### src/rtl/flash_poll_pkg.sv
package flash_poll_pkg;

  typedef enum logic [2:0] {
    ST_IDLE,
    ST_POLL,
    ST_SETTLE,
    ST_CHECK,
    ST_DONE,
    ST_FAIL
  } pollState_t;

  // strobes from control to datapath
  typedef struct packed {
    logic loadCfg;
    logic takeStatus;
    logic runSettle;
  } pollCtl_t;

  // decisions from datapath to control
  typedef struct packed {
    logic confirmed;
    logic lastPoll;
    logic settleEnd;
    logic wordOk;
    logic toggleMode;
  } pollFlags_t;

endpackage

### src/rtl/flash_poll_datapath.sv
module flash_poll_datapath
  import flash_poll_pkg::*;
#(
  parameter int DATA_W     = 16,
  parameter int FLAG_BIT   = 7,
  parameter int TOGGLE_BIT = 6,
  parameter int MAX_POLLS  = 1000,
  parameter int SETTLE_CYC = 200
) (
  input  logic              clk,
  input  logic              rstN,
  input  pollCtl_t          ctl,
  input  logic              pollMode,
  input  logic              isErase,
  input  logic [DATA_W-1:0] expData,
  input  logic [DATA_W-1:0] rdData,
  output pollFlags_t        flags
);

  localparam int CNT_W = $clog2(MAX_POLLS + 1);
  localparam int SET_W = $clog2(SETTLE_CYC + 1);

  logic              modeReg;
  logic              eraseReg;
  logic [DATA_W-1:0] expReg;
  logic              prevBit;
  logic              prevValid;
  logic [1:0]        confCnt;
  logic [CNT_W-1:0]  pollCnt;
  logic [SET_W-1:0]  settleCnt;

  logic              flagTarget;
  logic [DATA_W-1:0] wordTarget;
  logic              statusOk;

  always_comb begin
    flagTarget = eraseReg ? 1'b1 : expReg[FLAG_BIT];
    wordTarget = eraseReg ? {DATA_W{1'b1}} : expReg;
    if (modeReg) statusOk = prevValid && (rdData[TOGGLE_BIT] == prevBit);
    else         statusOk = (rdData[FLAG_BIT] == flagTarget);
  end

  always_ff @(posedge clk) begin
    if (!rstN) begin
      modeReg   <= 1'b0;
      eraseReg  <= 1'b0;
      expReg    <= '0;
      prevBit   <= 1'b0;
      prevValid <= 1'b0;
      confCnt   <= '0;
      pollCnt   <= '0;
      settleCnt <= '0;
    end else if (ctl.loadCfg) begin
      modeReg   <= pollMode;
      eraseReg  <= isErase;
      expReg    <= expData;
      prevValid <= 1'b0;
      confCnt   <= '0;
      pollCnt   <= '0;
      settleCnt <= '0;
    end else begin
      if (ctl.takeStatus) begin
        prevBit   <= rdData[TOGGLE_BIT];
        prevValid <= 1'b1;
        pollCnt   <= pollCnt + 1'b1;
        if (!statusOk)             confCnt <= '0;
        else if (confCnt != 2'd2)  confCnt <= confCnt + 1'b1;
      end
      if (ctl.runSettle) settleCnt <= settleCnt + 1'b1;
    end
  end

  always_comb begin
    flags.confirmed  = statusOk && (confCnt == 2'd2);
    flags.lastPoll   = (pollCnt == CNT_W'(MAX_POLLS - 1));
    flags.settleEnd  = (settleCnt == SET_W'(SETTLE_CYC - 1));
    flags.wordOk     = (rdData == wordTarget);
    flags.toggleMode = modeReg;
  end

endmodule

### src/rtl/flash_poll_control.sv
module flash_poll_control
  import flash_poll_pkg::*;
(
  input  logic       clk,
  input  logic       rstN,
  input  logic       start,
  input  logic       rdAck,
  input  pollFlags_t flags,
  output pollCtl_t   ctl,
  output logic       rdReq,
  output logic       busy,
  output logic       done,
  output logic       fail
);

  pollState_t state, nextState;

  always_ff @(posedge clk) begin
    if (!rstN) state <= ST_IDLE;
    else       state <= nextState;
  end

  always_comb begin
    nextState = state;
    ctl       = '0;
    case (state)
      ST_IDLE, ST_DONE, ST_FAIL: begin
        if (start) begin
          ctl.loadCfg = 1'b1;
          nextState   = ST_POLL;
        end
      end
      ST_POLL: begin
        if (rdAck) begin
          ctl.takeStatus = 1'b1;
          if (flags.confirmed)     nextState = flags.toggleMode ? ST_DONE : ST_SETTLE;
          else if (flags.lastPoll) nextState = ST_FAIL;
        end
      end
      ST_SETTLE: begin
        ctl.runSettle = 1'b1;
        if (flags.settleEnd) nextState = ST_CHECK;
      end
      ST_CHECK: begin
        if (rdAck) nextState = flags.wordOk ? ST_DONE : ST_FAIL;
      end
      default: nextState = ST_IDLE;
    endcase
  end

  always_comb begin
    rdReq = (state == ST_POLL) || (state == ST_CHECK);
    busy  = rdReq || (state == ST_SETTLE);
    done  = (state == ST_DONE);
    fail  = (state == ST_FAIL);
  end

endmodule

### src/rtl/flash_done_poller.sv
module flash_done_poller
  import flash_poll_pkg::*;
#(
  parameter int DATA_W        = 16,
  parameter int FLAG_BIT      = 7,
  parameter int TOGGLE_BIT    = 6,
  parameter int MAX_POLLS     = 1000,
  parameter int CLK_PERIOD_PS = 5000,
  parameter int SETTLE_NS     = 1000
) (
  input  logic              clk,
  input  logic              rstN,
  input  logic              start,
  input  logic              pollMode,
  input  logic              isErase,
  input  logic [DATA_W-1:0] expData,
  output logic              rdReq,
  input  logic              rdAck,
  input  logic [DATA_W-1:0] rdData,
  output logic              busy,
  output logic              done,
  output logic              fail
);

  localparam int SETTLE_RAW = (SETTLE_NS * 1000 + CLK_PERIOD_PS - 1) / CLK_PERIOD_PS;
  localparam int SETTLE_CYC = (SETTLE_RAW < 1) ? 1 : SETTLE_RAW;

  pollCtl_t   ctl;
  pollFlags_t flags;

  flash_poll_datapath #(
    .DATA_W    (DATA_W),
    .FLAG_BIT  (FLAG_BIT),
    .TOGGLE_BIT(TOGGLE_BIT),
    .MAX_POLLS (MAX_POLLS),
    .SETTLE_CYC(SETTLE_CYC)
  ) u_datapath (
    .clk     (clk),
    .rstN    (rstN),
    .ctl     (ctl),
    .pollMode(pollMode),
    .isErase (isErase),
    .expData (expData),
    .rdData  (rdData),
    .flags   (flags)
  );

  flash_poll_control u_control (
    .clk  (clk),
    .rstN (rstN),
    .start(start),
    .rdAck(rdAck),
    .flags(flags),
    .ctl  (ctl),
    .rdReq(rdReq),
    .busy (busy),
    .done (done),
    .fail (fail)
  );

endmodule

### config.mk
export PLATFORM = sky130hd
export DESIGN_NAME = flash_done_poller
export DESIGN_NICKNAME = d
export VERILOG_FILES = /design/src/rtl/flash_poll_pkg.sv /design/src/rtl/flash_poll_datapath.sv /design/src/rtl/flash_poll_control.sv /design/src/rtl/flash_done_poller.sv
export SDC_FILE = /design/constraint.sdc
export NUM_CORES = 1
export LEC_CHECK = 0
export ABC_AREA = 1
export BUFFER_PORTS_ARGS = -buffer_cell sky130_fd_sc_hd__buf_2
export CAP_MARGIN = 20
export CORE_UTILIZATION = 45
export DETAILED_ROUTE_END_ITERATION = 10
export PLACE_DENSITY = 0.68
export REMOVE_ABC_BUFFERS = 1
export SYNTH_ARGS = -nofsm -noshare
export SYNTH_HDL_FRONTEND = slang
export SYNTH_HIERARCHICAL = 1
export SYNTH_SLANG_ARGS = --single-unit
### constraint.sdc
create_clock -name clk -period 1.88 [get_ports clk]
set_input_delay 0.094 -clock clk [delete_from_list [all_inputs] [get_ports clk]]
set_output_delay 0.094 -clock clk [all_outputs]
set_load 0.005 [all_outputs]
==> results.md, run 1 <==
- Run status: finished clean
- Total CTS buffers: 5
- Input/output buffers: 41
- Top-area cell type share of the netlist area: 0.3778
- Slew HR: 0.7430
- Logic pwr share: 0.217
- Int Power: roughly 1500 µW
- WL per Instance: 10.33 µm
- Pwr Total: 2099 µW
- Mapped Cells: 323
- Switching share of total power: 0.2856
- DP Area: 0.002540 mm²
- Synthesized-area fraction occupied by adder cells: 0.01647
- DRT Wirelength: 4.482 mm
- Vias in the first global route: 1837
- CP Class: reg -> reg
- CP max stage delay: between 0.3 and 0.4 ns
- Clock transition at path regs: 0.08 ns
- Mapped cell area: ~0.0023 mm²
- Post-route clock period utilization: 0.8683
- Yosys cell types: 34
- Worst path required time: 2.07 ns
- Drt first pass iters: 4
- Post-synth EDFFs: 0
- CP bufs+invs: 2
- Max cap viols: 0
- Detail Route Antenna Nets: 0
- Warnings, synthesis: 6
- GRT Util Overall: 0.1883
- Design area: 0.002643 mm²
- Vias per cell: roughly 4.8
- Initial antenna violation count: 0
- TritonCTS clock tree: done
- CP endpoint kind: flop
- Max-slew violation count: 0
- Layout Area Growth over Synthesis: 15.98%
- Main area contributors after synthesis: dfxtp_1 38%, nor2_1 12%, nand2_1 7.1%
- Cell family with most CP delay: simple AND/OR/NAND/NOR gates
- Largest net degree at the start of global routing: 22
- 1st-iter DRT viols: 62
- Die area: 0.005352 mm²
- Via count: roughly 2100
- GPL Wtd Cong: 0.8992
- Power density cells: around 790 mW/mm²
- Overflow after GRT: 0
- # rows: 25
- Post-layout util: 0.5522
- Die Height: 73.16 µm
- Initial core utilization: 0.4761
- Clk sink count: 43
- Unrepaired setup endpoints after global routing: no
- Fin crit period: about 1.6 ns
- Place WS: 0.1862 ns
- Clock Path Buffers: 2
- Register area share after synthesis: 0.3778
- Leak: 0.001134 µW
- Clock share of power: 0.300
- # diodes: 0
- Hold Vio Cnt, Final: 0
- Latest clock arrival within the worst-skew pair: 0.29 ns
- Biggest area consumer among synthesized cells: dfxtp_1
- First-pass GRT wire length: 7.790 mm
- Final WS setup: 0.2477 ns
- Startpoint types: flop
- Final Setup Violations: 0
- Hold Crit Class: in -> reg
- Fmax: 0.6126 GHz
- Slowest-stage cell, CP: dfxtp_1
- Synth Flop Type: dfxtp_1
- DR DRC count: 0
- Register bit total from synthesis: 43
- VDD IR max: roughly 420 µV
- Post-Synth XOR/XNOR Area: 0.04997
- Avg Inst Size Synth: between 7 and 8 µm²
- Synth Area in Simple Gates: 0.3449
- Compound-gate portion of the synthesized area: 0.1252
- Root Buffer: clkbuf_8
- Crit Path Max Fanout: 8
- Cells along the critical path: buf_4 -> nor2_1 -> xor2_1 -> nand2_1 -> nor2_1 -> nand2_1 -> nor2_1 -> inv_1 -> o211ai_1 -> nand2_1 -> nand2_2 -> a21oi_2
- Mux share of post-synthesis cell area: 0
- Slew @ Worst Pin: 0.3758 ns
- Total setup buffers inserted after CTS: 0
- Layout cell share with drive strength beyond 1: 0.2643
- Sequential Power Share: 0.483
- HPWL after detailed placement: 3.371 mm
- Clk_skew: about 0.0042 ns
- Synth async-reset ratio: 0
- Net Sw Power: between 500 and 600 µW
- Largest family of logic cells by synthesized area: simple AND/OR/NAND/NOR gates
- H-tree Lvls: 2
- Hold Buf Count CTS: 0
- FF-to-FF setup slack: ~0.25 ns
- Die Wd: 73.16 µm
- Core area: 0.004786 mm²
- Final net count: a little over 400
- IO Count: 42
- Most common cell after layout, fill and taps aside: nor2_1
- Critical path data arrival time: 1.82 ns
- Commonest non-fill, non-tap cells in the layout: 72 x nor2_1, 43 x nand2_1, 42 x dfxtp_1
==> layer usage <==
metal / GRT usage / vias to the layer above / share of wire
li1: - / 1110 / -
met1: 0.2481 / 911 / 0.50
met2: 0.3014 / 41 / 0.44
met3: 0.03315 / 7 / 0.042
met4: 0.08061 / 0 / 0.017
met5: 0 / - / 0
==> stage by stage <==
step	TNS (ns)	instances	hold WS (ns)
floorplan	-6.639	312	0.2144
global placement	0	426	0.3141
detailed placement	0	426	0.3232
CTS	0	434	0.01637
global route	0	434	0.02403
finish	0	434	0.02370
==> cell type report <==
| cell class | instances | area [µm²] |
|---|---|---|
| Clock buffer | 8 | 100.1 |
| Fill cell | 474 | 2143 |
| Inverter | 32 | 122.6 |
| Multi-Input combinational cell | 237 | 1224 |
| Sequential cell | 43 | 862.1 |
| Tap cell | 67 | 83.83 |
| Timing Repair Buffer | 47 | 250.2 |
==> cells in the mapped netlist (2+ instances only) <==
library cell,n
a21oi_1,17
buf_4,2
buf_6,3
clkbuf_1,5
dfxtp_1,43
ha_1,3
inv_1,23
inv_2,7
nand2_1,43
nand2_2,11
nand3_1,13
nand3_2,3
nand4_1,2
nor2_1,72
nor2_2,10
nor2_4,4
nor3_1,7
o21ai_0,27
o21bai_1,2
xnor2_1,6
xor2_1,7
==> final timing paths <==
kind,startpoint,endpoint,cells past startpoint
setup / recovery,u_datapath/eraseReg,u_control/state[0],12
hold / removal,expData[11],u_datapath/expReg[11],3
setup reg to reg,u_datapath/eraseReg,u_control/state[0],12
hold reg to reg,u_datapath/pollCnt[6],u_datapath/pollCnt[6],2
==> sequential cells by signal, summed over array words and instances, names as in the netlist <==
register / count
u_datapath/expReg: 16
u_datapath/pollCnt: 10
u_datapath/settleCnt: 8
u_control/state: 3
u_datapath/confCnt: 2
u_datapath/eraseReg: 1
u_datapath/modeReg: 1
u_datapath/prevBit: 1
u_datapath/prevValid: 1
==> logic make-up (layout without fill, tap and decap cells) <==
kind of cell | after synthesis | after routing
AOI/OAI and AO/OA | 52 | 52
buffers and inverters | 43 | 87
xor gates and xnor gates | 13 | 13
adders and majority gates | 3 | 3
and+or+nand+nor | 169 | 169
DFF | 43 | 43
==> timing repair <==
action,in CTS,in global routing
endpoints found under the setup margin,0,1
resized for setup,0,2
hold endpoints to repair,0,0
==> tightest hold or removal path: cells and delay by family <==
family | cells | cell delay (ns)
and+or+nand+nor | 2 | 0.11
buffers and inverters | 1 | 0.07
==> power groups by stage <==
| stage | registers, µW | clock network (µW) | logic (µW) |
|---|---|---|---|
| after floorplan | 1030 | 0 | 309 |
| after global placement | 1030 | 0 | 450 |
| after detailed placement | 1030 | 0 | 458 |
| after CTS | 1010 | 653 | 460 |
| after global routing | 1020 | 691 | 524 |
| final | 1010 | 630 | 455 |
No activity file was read; power rests on OpenSTA's default activity.
==> run 2: changes to the inputs <==
- clock period: 1.88 -> 1.95 ns (I/O delays scaled with it)
==> results.md, run 2 (synthesis results as in run 1) <==
- WL per Instance: 10.44 µm
- # diodes: 0
- Most common cell after layout, fill and taps aside: nor2_1
- Crit Path Max Fanout: 5
- Leak: 0.001143 µW
- Register bank with the most flops: u_datapath/expReg
- 1st-iter DRT viols: 83
- Vias in the first global route: 1952
- Commonest non-fill, non-tap cells in the layout: 72 x nor2_1, 43 x nand2_1, 43 x dfxtp_1
- CP max stage delay: between 0.4 and 0.5 ns
- DRT Wirelength: approximately 4.5 mm
- Initial antenna violation count: 0
- Total setup buffers inserted after CTS: 0
- # rows: 25
- Design area: 0.002669 mm²
- HPWL after detailed placement: 3.408 mm
- Hold Buf Count CTS: 0
- Fmax: 0.5839 GHz
- CP Class: reg -> reg
- VDD IR max: 496.7 µV
- Latest clock arrival within the worst-skew pair: 0.30 ns
- Drt first pass iters: 4
- Detail Route Antenna Nets: 0
- Via count: 2077
- Cells along the critical path: inv_2 -> nor2_2 -> and3_1 -> nand2_2 -> nor2_4 -> nand2_2 -> nor2_4 -> nand2_2 -> nor2_4 -> nand2_1 -> nand2_1 -> nor2_1
- Worst path required time: 2.15 ns
- Power density cells: 838.8 mW/mm²
- Input/output buffers: 41
- Hold Crit Class: in -> reg
- H-tree Lvls: 2
- Hold Vio Cnt, Final: 0
- Fin crit period: 1.713 ns
- Initial core utilization: 0.4761
- Top flop regs: u_datapath/expReg: 16 flops, u_datapath/pollCnt: 10 flops, u_datapath/settleCnt: 8 flops
- Hold slack: 0.01171 ns
- Slowest-stage cell, CP: dfxtp_1
- Root Buffer: clkbuf_8
- First-pass GRT wire length: between 7 and 8 mm
- Max cap viols: 0
- GRT Util Overall: 0.1906
- Clk_skew: 0.005084 ns
- Post-route clock period utilization: 0.8783
- Post-Route Setup TNS: 0 ns
- Slew HR: 0.7926
- GPL Wtd Cong: 0.8905
- Largest net degree at the start of global routing: 23
- Overflow after GRT: 0
- DR DRC count: 0
- Clock transition at path regs: approximately 0.080 ns
- Final WS setup: 0.2374 ns
- Slew @ Worst Pin: 0.3033 ns
- Clock Path Buffers: 2
- Unrepaired setup endpoints after global routing: no
- Final Setup Violations: 0
- Post-layout util: 0.5576
- Die area: 0.005352 mm²
- Layout cell share with drive strength beyond 1: 0.2596
- Core area: 0.004786 mm²
- Total CTS buffers: 5
- Post-cts gate resize count: 0
- IO Count: 42
- Place WS: roughly 0.25 ns
- CP endpoint kind: flop
- Startpoint types: flop
- Max FFs per register: 16
- Vias per cell: 4.797
- Clk sink count: 43
- Layout Area Growth over Synthesis: 17.13%
- Run status: finished clean
- Final net count: 406
- DP Area: 0.002532 mm²
- Critical path data arrival time: 1.91 ns
- TritonCTS clock tree: done
- Die Wd: 73.16 µm
- Max-slew violation count: 0
- Die Height: 73.16 µm
==> run 2: cell count changes in the layout (fill, tap and decap cells not counted), sizes merged <==
cell	previous run	this run
clkinvlp	0	1
buf	47	46
clkbuf	8	5
bufinv	0	2
==> run 2: metal layers <==
metal | global-route usage | up-vias | wire [µm]
li1 | - | 1111 | -
met1 | 0.2277 | 917 | 2191
met2 | 0.3344 | 41 | 2081
met3 | 0.03729 | 8 | 172
met4 | 0.07407 | 0 | 76
met5 | 0 | - | 0
==> run 2: worst paths after layout <==
check                   startpoint                     to  slack, ns  depth (start not counted)
max             u_control/state[0]  u_datapath/pollCnt[9]       0.24                         12
min                    expData[11]  u_datapath/expReg[11]       0.01                          3
max reg2reg     u_control/state[0]  u_datapath/pollCnt[9]       0.24                         12
min reg2reg  u_datapath/pollCnt[3]  u_datapath/pollCnt[3]       0.48                          1
==> run 2: power by group <==
group / total [µW] / switching (µW) / internal (µW) / leakage, µW
clock network: 825 / 314 / 511 / 0.0000644
logic: 436 / 253 / 183 / 0.000727
registers: 978 / 41.7 / 936 / 0.000352
total: 2240 / 609 / 1630 / 0.00114
==> run 2: layout make-up <==
class	count	area [µm²]
clock buffer	5	68.82
inverter	32	122.6
timing repair buffer	46	242.7
sequential	43	860.8
multi-input combinational	237	1222
tap	67	83.83
fill	474	2117
clock inverter	3	67.56
==> run 2: critical path, delay by kind of cell (launching register included) <==
kind                   cells  cell delay, ns
and+or+nand+nor           11            1.06
buffers and inverters      1            0.11
DFF                        1            0.45
==> run 2: per-stage QoR <==
| step | std cells | power, µW |
|---|---|---|
| finish | 433 | 2239 |
| global route | 433 | 2372 |
| CTS | 433 | 2266 |
| detailed placement | 425 | 1438 |
| global placement | 425 | 1429 |
| floorplan | 312 | 1296 |
